File: src/rtl/tbu_pkg.sv
package tbu_pkg;

  localparam int unsigned SM_ADDR_W = 12;
  localparam int unsigned SM_DATA_W = 8;
  localparam int unsigned RIDX_W    = $clog2(SM_DATA_W);
  localparam int unsigned KSEL_W    = 2;
  localparam int unsigned DEPTH_W   = 6;
  localparam int unsigned CW_W      = 3;
  localparam int unsigned CW_MIN    = 3;
  localparam int unsigned DEC_MAX   = 16;
  localparam int unsigned DEC_W     = $clog2(DEC_MAX + 1);
  localparam int unsigned STEP_W    = 7;

  typedef enum logic [1:0] {
    ST_IDLE = 2'd0,
    ST_READ = 2'd1,
    ST_UPD  = 2'd2,
    ST_EMIT = 2'd3
  } tbu_state_e;

  // width of the cycle field for a given constraint length select
  function automatic logic [CW_W-1:0] cw_of(input logic [KSEL_W-1:0] ks);
    return CW_W'(CW_MIN) + CW_W'(ks);
  endfunction

  // decoded bits produced by one traceback
  function automatic logic [DEC_W-1:0] dec_cnt_of(input logic [KSEL_W-1:0] ks);
    return DEC_W'(DEC_MAX) >> ks;
  endfunction

  function automatic logic [DEPTH_W-1:0] max_depth_of(input logic [KSEL_W-1:0] ks);
    logic [DEPTH_W-1:0] lim;
    case (ks)
      2'd0:    lim = DEPTH_W'(49);
      2'd1:    lim = DEPTH_W'(57);
      2'd2:    lim = DEPTH_W'(61);
      default: lim = DEPTH_W'(62);
    endcase
    return lim;
  endfunction

  function automatic logic [DEPTH_W-1:0] clamp_depth(input logic [DEPTH_W-1:0] req,
                                                     input logic [KSEL_W-1:0]  ks);
    logic [DEPTH_W-1:0] lim;
    lim = max_depth_of(ks);
    return (req > lim) ? lim : req;
  endfunction

  // previous {I, C}: cycle field shifts up with one XOR at the bottom, iteration decrements
  function automatic logic [SM_ADDR_W-1:0] step_addr(input logic [SM_ADDR_W-1:0] a,
                                                     input logic [RIDX_W-1:0]    r,
                                                     input logic [CW_W-1:0]      cw);
    logic [SM_ADDR_W-1:0] mask;
    logic [SM_ADDR_W-1:0] cfield;
    logic [SM_ADDR_W-1:0] ifield;
    logic [SM_ADDR_W-1:0] ncf;
    logic [CW_W-1:0]      hi_i;
    hi_i   = cw - CW_W'(1);
    mask   = (SM_ADDR_W'(1) << cw) - SM_ADDR_W'(1);
    cfield = a & mask;
    ifield = a >> cw;
    ncf    = ((cfield << 1) & mask) | SM_ADDR_W'(r[2] ^ a[hi_i]);
    return ((ifield - SM_ADDR_W'(1)) << cw) | ncf;
  endfunction

  // previous bit index: second XOR, the survivor bit, and the top cycle bit
  function automatic logic [RIDX_W-1:0] step_ridx(input logic [SM_ADDR_W-1:0] a,
                                                  input logic [RIDX_W-1:0]    r,
                                                  input logic                 v,
                                                  input logic [CW_W-1:0]      cw);
    logic [CW_W-1:0] hi_i;
    logic [CW_W-1:0] lo_i;
    hi_i = cw - CW_W'(1);
    lo_i = cw - CW_W'(2);
    return {r[1] ^ a[lo_i], v, a[hi_i]};
  endfunction

endpackage

File: src/rtl/tbu_cfg_decode.sv
module tbu_cfg_decode
  import tbu_pkg::*;
#(
  parameter int unsigned KS_W  = KSEL_W,
  parameter int unsigned DP_W  = DEPTH_W,
  parameter int unsigned DC_W  = DEC_W,
  parameter int unsigned CWD_W = CW_W
) (
  input  logic [KS_W-1:0]  ks,
  input  logic [DP_W-1:0]  depth_req,
  output logic [DP_W-1:0]  depth_eff,
  output logic [DC_W-1:0]  dec_cnt,
  output logic [CWD_W-1:0] cw
);

  always_comb begin
    depth_eff = clamp_depth(depth_req, ks);
    dec_cnt   = dec_cnt_of(ks);
    cw        = cw_of(ks);
  end

endmodule

File: src/rtl/tbu_step_unit.sv
module tbu_step_unit
  import tbu_pkg::*;
#(
  parameter int unsigned A_W = SM_ADDR_W,
  parameter int unsigned D_W = SM_DATA_W,
  parameter int unsigned R_W = RIDX_W,
  parameter int unsigned C_W = CW_W
) (
  input  logic [A_W-1:0] cur_addr,
  input  logic [R_W-1:0] cur_ridx,
  input  logic [D_W-1:0] word,
  input  logic [C_W-1:0] cw,
  output logic           surv_bit,
  output logic [A_W-1:0] nxt_addr,
  output logic [R_W-1:0] nxt_ridx
);

  always_comb begin
    surv_bit = word[cur_ridx];
    nxt_addr = step_addr(cur_addr, cur_ridx, cw);
    nxt_ridx = step_ridx(cur_addr, cur_ridx, surv_bit, cw);
  end

endmodule

File: src/rtl/tbu_lifo.sv
module tbu_lifo #(
  parameter int unsigned DEPTH = 16,
  parameter int unsigned CNT_W = $clog2(DEPTH + 1)
) (
  input  logic             clk,
  input  logic             rst_n,
  input  logic             push,
  input  logic             pop,
  input  logic             din,
  output logic             dout,
  output logic [CNT_W-1:0] count
);

  localparam int unsigned IDX_W = (DEPTH > 1) ? $clog2(DEPTH) : 1;

  logic [DEPTH-1:0] slots;
  logic [CNT_W-1:0] count_q;
  logic [IDX_W-1:0] top_idx;

  for (genvar g = 0; g < DEPTH; g++) begin : g_slot
    always_ff @(posedge clk or negedge rst_n) begin
      if (!rst_n)
        slots[g] <= 1'b0;
      else if (push && (count_q == CNT_W'(g)))
        slots[g] <= din;
    end
  end

  always_ff @(posedge clk or negedge rst_n) begin
    if (!rst_n)
      count_q <= '0;
    else if (push && !pop)
      count_q <= count_q + CNT_W'(1);
    else if (pop && !push)
      count_q <= count_q - CNT_W'(1);
  end

  assign top_idx = IDX_W'(count_q - CNT_W'(1));
  assign dout    = slots[top_idx];
  assign count   = count_q;

endmodule

File: src/rtl/cfg_traceback_unit.sv
module cfg_traceback_unit
  import tbu_pkg::*;
#(
  parameter int unsigned ADDR_W  = SM_ADDR_W,
  parameter int unsigned DATA_W  = SM_DATA_W,
  parameter int unsigned KS_W    = KSEL_W,
  parameter int unsigned DP_W    = DEPTH_W,
  parameter int unsigned OUT_MAX = DEC_MAX
) (
  input  logic              clk,
  input  logic              rst_n,
  input  logic [KS_W-1:0]   k_sel,
  input  logic [DP_W-1:0]   tb_depth,
  input  logic              start,
  input  logic [ADDR_W-1:0] start_addr,
  input  logic [RIDX_W-1:0] start_ridx,
  output logic              mem_rd_en,
  output logic [ADDR_W-1:0] mem_rd_addr,
  input  logic [DATA_W-1:0] mem_rd_data,
  output logic              dec_bit,
  output logic              dec_valid
);

  localparam int unsigned LCNT_W = $clog2(OUT_MAX + 1);

  // configuration decoded from the live inputs, latched on an accepted start
  logic [DP_W-1:0]   cfg_depth;
  logic [DEC_W-1:0]  cfg_dec;
  logic [CW_W-1:0]   cfg_cw;

  tbu_cfg_decode #(.KS_W(KS_W), .DP_W(DP_W), .DC_W(DEC_W), .CWD_W(CW_W)) cfg_i (
    .ks        (k_sel),
    .depth_req (tb_depth),
    .depth_eff (cfg_depth),
    .dec_cnt   (cfg_dec),
    .cw        (cfg_cw)
  );

  tbu_state_e        state_q;
  logic [KS_W-1:0]   ksel_q;
  logic [DP_W-1:0]   depth_q;
  logic [CW_W-1:0]   cw_q;
  logic [ADDR_W-1:0] cur_addr_q;
  logic [RIDX_W-1:0] cur_ridx_q;
  logic [STEP_W-1:0] step_q;
  logic [STEP_W-1:0] last_q;

  // named events used by the control and by the checker
  logic              start_take;
  logic              at_last;
  logic              rd_fire;
  logic              step_fire;
  logic              push_en;
  logic              pop_en;
  logic              surv_bit;
  logic [ADDR_W-1:0] nxt_addr;
  logic [RIDX_W-1:0] nxt_ridx;
  logic              lifo_top;
  logic [LCNT_W-1:0] lifo_cnt;

  assign start_take = start && (state_q == ST_IDLE);
  assign at_last    = (step_q == last_q);
  assign rd_fire    = (state_q == ST_READ) && !at_last;
  assign step_fire  = (state_q == ST_UPD);
  assign push_en    = (state_q == ST_READ) && (step_q >= STEP_W'(depth_q));
  assign pop_en     = (state_q == ST_EMIT) && (lifo_cnt != '0);

  tbu_step_unit #(.A_W(ADDR_W), .D_W(DATA_W), .R_W(RIDX_W), .C_W(CW_W)) step_i (
    .cur_addr (cur_addr_q),
    .cur_ridx (cur_ridx_q),
    .word     (mem_rd_data),
    .cw       (cw_q),
    .surv_bit (surv_bit),
    .nxt_addr (nxt_addr),
    .nxt_ridx (nxt_ridx)
  );

  tbu_lifo #(.DEPTH(OUT_MAX), .CNT_W(LCNT_W)) lifo_i (
    .clk   (clk),
    .rst_n (rst_n),
    .push  (push_en),
    .pop   (pop_en),
    .din   (cur_ridx_q[0]),
    .dout  (lifo_top),
    .count (lifo_cnt)
  );

  always_ff @(posedge clk or negedge rst_n) begin
    if (!rst_n) begin
      state_q    <= ST_IDLE;
      ksel_q     <= '0;
      depth_q    <= '0;
      cw_q       <= CW_W'(CW_MIN);
      cur_addr_q <= '0;
      cur_ridx_q <= '0;
      step_q     <= '0;
      last_q     <= '0;
    end else begin
      case (state_q)
        ST_IDLE: begin
          if (start_take) begin
            state_q    <= ST_READ;
            ksel_q     <= k_sel;
            depth_q    <= cfg_depth;
            cw_q       <= cfg_cw;
            cur_addr_q <= start_addr;
            cur_ridx_q <= start_ridx;
            step_q     <= '0;
            last_q     <= STEP_W'(cfg_depth) + STEP_W'(cfg_dec) - STEP_W'(1);
          end
        end
        ST_READ: begin
          state_q <= at_last ? ST_EMIT : ST_UPD;
        end
        ST_UPD: begin
          cur_addr_q <= nxt_addr;
          cur_ridx_q <= nxt_ridx;
          step_q     <= step_q + STEP_W'(1);
          state_q    <= ST_READ;
        end
        default: begin
          if (lifo_cnt <= LCNT_W'(1))
            state_q <= ST_IDLE;
        end
      endcase
    end
  end

  always_ff @(posedge clk or negedge rst_n) begin
    if (!rst_n) begin
      dec_valid <= 1'b0;
      dec_bit   <= 1'b0;
    end else begin
      dec_valid <= pop_en;
      dec_bit   <= pop_en ? lifo_top : 1'b0;
    end
  end

  assign mem_rd_en   = rd_fire;
  assign mem_rd_addr = cur_addr_q;

endmodule

File: config.mk
export PLATFORM = sky130hd
export DESIGN_NAME = cfg_traceback_unit
export DESIGN_NICKNAME = d
export VERILOG_FILES = /design/src/rtl/tbu_pkg.sv /design/src/rtl/tbu_cfg_decode.sv /design/src/rtl/tbu_step_unit.sv /design/src/rtl/tbu_lifo.sv /design/src/rtl/cfg_traceback_unit.sv
export SDC_FILE = /design/constraint.sdc
export NUM_CORES = 1
export LEC_CHECK = 0
export BUFFER_PORTS_ARGS = -buffer_cell sky130_fd_sc_hd__buf_2
export CAP_MARGIN = 20
export CORE_MARGIN = 3
export CORE_UTILIZATION = 29
export DETAILED_ROUTE_END_ITERATION = 7
export PLACE_DENSITY = 0.43
export SKIP_LAST_GASP = 1
export SYNTH_ARGS = -nofsm -noshare
export SYNTH_HDL_FRONTEND = slang
export SYNTH_HIERARCHICAL = 1
export SYNTH_SLANG_ARGS = --single-unit
File: constraint.sdc
create_clock -name clk -period 3.4 [get_ports clk]
set_input_delay 0 -clock clk [delete_from_list [all_inputs] [get_ports clk]]
set_output_delay 0 -clock clk [all_outputs]
set_load 0.1 [all_outputs]
* Word-level counts from Yosys, hierarchy flattened
Index checks and enable logic that the tools add are counted.
Word-level totals: logic and storage cells 133, input bits 34, output and inout bits 15, register bits 63
Operators by class: eq/ne operators 22, magnitude comparators 7, reductions and logical operators 35, bitwise logic cells 6, add/subtract/negate cells 10, mux-type cells 23, shifts and indexed selects 4
Operator list (count):
- $eq A5 B4 Y1 const B | 8
- $or A12 B12 Y12 | 2
- $pmux W12 S2 | 1
- $logic_and A1 B1 Y1 | 22
- $eq A5 B3 Y1 const B | 4
- $pmux W7 S2 | 1
- $and A12 B12 Y12 | 1
- $mux W12 | 1
- $pmux W4 S3 | 1
- $shl A1 B3 Y12 const A | 1
- $shl A12 B3 Y12 | 1
- $shr A12 B3 Y12 | 1
- $sub A12 B1 Y12 const B | 1
- $sub A12 B2 Y12 const B | 1
- $and A11 B11 Y11 | 1
- $eq A5 B2 Y1 const B | 2
- $lt A3 B5 Y1 const B | 2
- $mux W5 | 2
- $bmux W1 S3 | 3
- $add A6 B5 Y7 | 1
- $add A7 B1 Y7 const B | 1
- $eq A7 B7 Y1 | 1
- $ge A7 B6 Y1 | 1
- $mux W7 | 1
- 30 further kinds | 46

* Longest topological paths before layout
depth after elaboration 7, gate-level depth with buffers 18

* Cells and area by module
Netlist, hierarchy kept.
Modules (own cells, without submodules):
- cfg_traceback_unit | cells each 232, area each 2263.4 sq um, instances 1
- tbu_step_unit | cells each 249, area each 1856.8 sq um, instances 1
- tbu_lifo | cells each 102, area each 1217.4 sq um, instances 1
- tbu_cfg_decode | cells each 32, area each 284.0 sq um, instances 1

* Worst setup path after synthesis
OpenSTA, ideal clock, no wires.
kind register to register, start reg cur_addr_q[6] (netlist: mem_rd_addr[6]), end reg cur_addr_q[11] (netlist: mem_rd_addr[11]), path slack -0.111 ns, buffers on the path 0, data arrival time 3.428 ns, data required time 3.317 ns, stages on the path, launching flop included 13, cells stage by stage dfrtp_1 > mux2_2 > a221o_1 > clkinv_2 > ha_1 > and3_1 > nand3_2 > or4_1 > and4_1 > mux2i_1 > a221o_1 > mux2i_1 > o21ai_0
On the way: cells in the longest elaborated chain, start to end 5
RTL lines:
- start: declaration | RTL line cfg_traceback_unit.sv:43 | logic [ADDR_W-1:0] cur_addr_q;
- start signal: assignment | RTL line cfg_traceback_unit.sv:106 | cur_addr_q <= start_addr;
- start signal: assignment | RTL line cfg_traceback_unit.sv:116 | cur_addr_q <= nxt_addr;
- $shr A12 B3 Y12 | RTL line tbu_pkg.sv:61 | ifield = a >> cw;
- $sub A12 B1 Y12 | RTL line tbu_pkg.sv:63 | return ((ifield - SM_ADDR_W'(1)) << cw) | ncf;
- $shl A12 B3 Y12 | RTL line tbu_pkg.sv:63
- $or A12 B12 Y12 | RTL line tbu_pkg.sv:63
- named net nxt_addr[11] | RTL line cfg_traceback_unit.sv:56 | logic [ADDR_W-1:0] nxt_addr;
- $pmux W12 S2 | RTL line cfg_traceback_unit.sv:99 | case (state_q)
The timed path passes the listed nets, and every way through them passes these cells. A chain may end at the register's enable or synchronous reset.

* Final worst setup path
start reg cw_q[0], end reg cur_addr_q[11] (netlist: mem_rd_addr[11])
On the way: cells in the longest elaborated chain, start to end 7
RTL lines:
- start: declaration | RTL line cfg_traceback_unit.sv:42 | logic [CW_W-1:0] cw_q;
- start signal: assignment | RTL line cfg_traceback_unit.sv:93 | cw_q <= CW_W'(CW_MIN);
- start signal: assignment | RTL line cfg_traceback_unit.sv:105 | cw_q <= cfg_cw;
- parallel branches: the longest is 5 deep, another holds $sub A12 B1 Y12
- $or A12 B12 Y12 * | RTL line tbu_pkg.sv:63
- named net nxt_addr[11] | RTL line cfg_traceback_unit.sv:56
- $pmux W12 S2 * | RTL line cfg_traceback_unit.sv:99
Mark *: on every way through the listed nets, which the timed path passes.

==> results.py <==
metrics = {
    "placed_design": {
        "io_buffers": 48,
        "place_hpwl_um": 12500,
        "placedCellCount": 951,
        "gp_congestion": 0.882,
    },
    "setup_path": {
        "critPathLaunchType": "register",
        "cp.required_ns": 3.65,
        "cp.arrival_ns": 3.57,
        "critical_path.endpoint_type": "register",
        "setup.worst_path.class": "reg -> reg",
        "cp_max_fo": 8,
    },
    "global_routing": {
        "grt_pass1_wl_um": 26800,
        "grt.total_usage_pct": 15.4,
        "antenna_found_initial": 0,
        "grt_start_max_net_pins": 34,
        "globalRouteOverflowTotal": 0,
        "first_global_vias": 5023,
    },
    "cells_and_area": {
        "final_nets": 789,
        "diodes": 0,
        "syn2layout_area_growth_pct": 23.9,
        "drive_gt1_share_pct": 26.4,
        "final_util_pct": 36.9,
        "fill_cells": 1966,
        "fin_cells": 979,
    },
    "floorplan": {
        "ios": 49,
        "dieHeight_um": 145,
        "initial_core_util_pct": 29.8,
        "fp.dieW_um": 145,
        "core-area_um2": 18900,
        "die_area_um2": 21100,
        "rows": 50,
    },
    "logic_synthesis": {
        "synth_seq_area_share_pct": 28.1,
        "synth_top_area_cell": "dfrtp_1",
        "syn_avg_cell_area_um2": 9.14,
        "async_reset_ff_share_pct": 100,
        "synth_cell_type_count": 84,
        "synth_seq_cells": 63,
        "synthFlopType": "dfrtp_1",
        "synth_common_cells": "dfrtp_1, nand2_1, inv_1, o21ai_0, ha_1",
        "synthesis.instances": 615,
        "synth_edf_count": 0,
        "syn_area_um2": 5620,
        "syn_nets": 690,
        "ys_warn_count": 6,
        "synth.area.top_cells": "dfrtp_1, ha_1, mux2i_1, nand2_1, o21ai_0",
        "netlist.area_leader.share_pct": 27.2,
    },
    "timing": {
        "slew_headroom_pct": 33.8,
        "timing.final.crit_share_pct": 97.4,
        "hold_viol_final": 0,
        "drv_slew": 0,
        "period_needed_ns": 3.31,
        "finClkSkew_ns": 0.0107,
        "worst-slew-pin-transition_ns": 0.991,
        "rsz0062_at_grt": "true",
        "setup_violations": 0,
        "fmax_mhz": 302,
    },
    "routing": {
        "wl_per_cell_um": 16.6,
        "totalWireLength_um": 16300,
        "drt-pass1-iter-count": 6,
        "drt_iter0_drc": 197,
        "drc": 0,
        "antenna_left": 0,
        "via_per_inst": 5.04,
        "vias": 4931,
    },
    "clocking": {
        "cts_sinks": 63,
        "clock_latency_ns": 0.33,
        "clk_path_buf_depth": 2,
        "path_clk_slew_ns": 0.06,
        "h-tree-depth": 3,
        "numCtsBuffers": 9,
        "cts_root_buf": "clkbuf_16",
        "cts_tree": "built",
    },
    "hold_path": {
        "hold_path_class": "in -> reg",
    },
    "job": {
        "drv_cap": 0,
    },
    "run_status": {
        "run_status": "complete, no violations",
    },
}
[cell families after synthesis]
family	count (synthesis)	share of synthesized area [%]
and+or+nand+nor	179	16.2
xor gates and xnor gates	33	5.14
other	1	0.0667
DFF	63	28.1
AOI/OAI and AO/OA	135	16.6
buffers and inverters	85	6.97
muxes	78	17.6
adders and majority gates	41	9.26
[worst max-delay path, stage by stage, from the launching register on]
cell      delay (ns)
dfstp_2         0.65
mux2i_2         0.28
o22ai_1         0.12
a221o_1         0.33
clkinv_2        0.09
ha_4            0.15
and3_4          0.19
nand3_2         0.10
buf_4           0.17
or4_1           0.46
and4_1          0.21
mux2i_1         0.13
a221o_1         0.16
mux2i_1         0.06
o21ai_1         0.13
[per-stage QoR]
stage | setup WS, ns | hold slack [ns] | setup TNS, ns | cell area [µm²]
floorplan | 0.00948 | -0.296 | 0 | 5630
global placement | 0.0611 | 0.0338 | 0 | 6490
CTS | 0.0370 | 0.000810 | 0 | 6900
finish | 0.0889 | 0.00255 | 0 | 6970
detailed placement | -0.00619 | 0.0452 | -0.00619 | 6490
global route | -0.0653 | 0.0146 | -0.105 | 6970
[routing by layer]
metal | up-vias | track usage (%) | routed length, µm
li1 | 2421 | - | -
met1 | 2401 | 20.2 | 7400
met2 | 90 | 26.3 | 8030
met3 | 19 | 2.50 | 555
met4 | 0 | 4.08 | 261
met5 | - | 0 | 0
[worst paths after layout]
path,end,from,slack [ns],cells past startpoint
setup / recovery,mem_rd_addr[11]$_DFFE_PN0P_,cw_q[0]$_DFFE_PN1P_,0.09,14
hold / removal,mem_rd_addr[6]$_DFFE_PN0P_,start_addr[6],0.003,3
hold reg to reg,lifo_i/slots[2]$_DFFE_PN0P_,lifo_i/slots[2]$_DFFE_PN0P_,0.48,1
min in group asynchronous,lifo_i/slots[12]$_DFFE_PN0P_,rst_n,0.20,2
max in group asynchronous,cw_q[1]$_DFFE_PN1P_,rst_n,2.31,3
setup reg to reg,mem_rd_addr[11]$_DFFE_PN0P_,cw_q[0]$_DFFE_PN1P_,0.09,14
[sequential cells by signal (all words and copies together) (netlist names)]
name,cells
cur_ridx_q,3
cw_q,3
dec_bit,1
dec_valid,1
depth_q,6
last_q,7
lifo_i/count,5
lifo_i/slots,16
mem_rd_addr,12
state_q,2
step_q,7
[placed cells by master, fill, tap and decap left out, types with 9 or more instances in the layout]
master	netlist	final
buf_4	5	71
nand2_1	61	61
dfrtp_1	61	55
buf_2	5	48
inv_1	42	42
o21ai_0	42	41
ha_1	40	39
nor2_1	37	36
mux2i_1	35	33
a21oi_1	19	19
xnor2_1	18	18
xor2_1	15	15
mux2_1	15	15
mux2_2	14	14
nor3_1	12	12
dlygate4sd3_1	0	10
nand3_1	9	9
nand4_1	9	9
clkbuf_16	0	9
[layout make-up]
cell class                      count  area, µm²  area share, %
Sequential cell                    63       1590           22.8
Clock buffer                        9        225           3.23
Multi-Input combinational cell    467       3710           53.3
Clock inverter                      7       80.1           1.15
Tap cell                          260        325           4.67
Inverter                           44        166           2.39
Timing Repair Buffer              129        873           12.5
[repair_timing]
action,CTS,global route
endpoints found under the setup margin,1,7
endpoints found under the hold margin,30,0
gates cloned,0,0
hold buffers,10,0
pin swaps,0,1
resized for setup,2,12
setup buffers,0,2
Power is not shown: default switching activity piles up to over one toggle a cycle in this logic, so the estimate is an artifact.
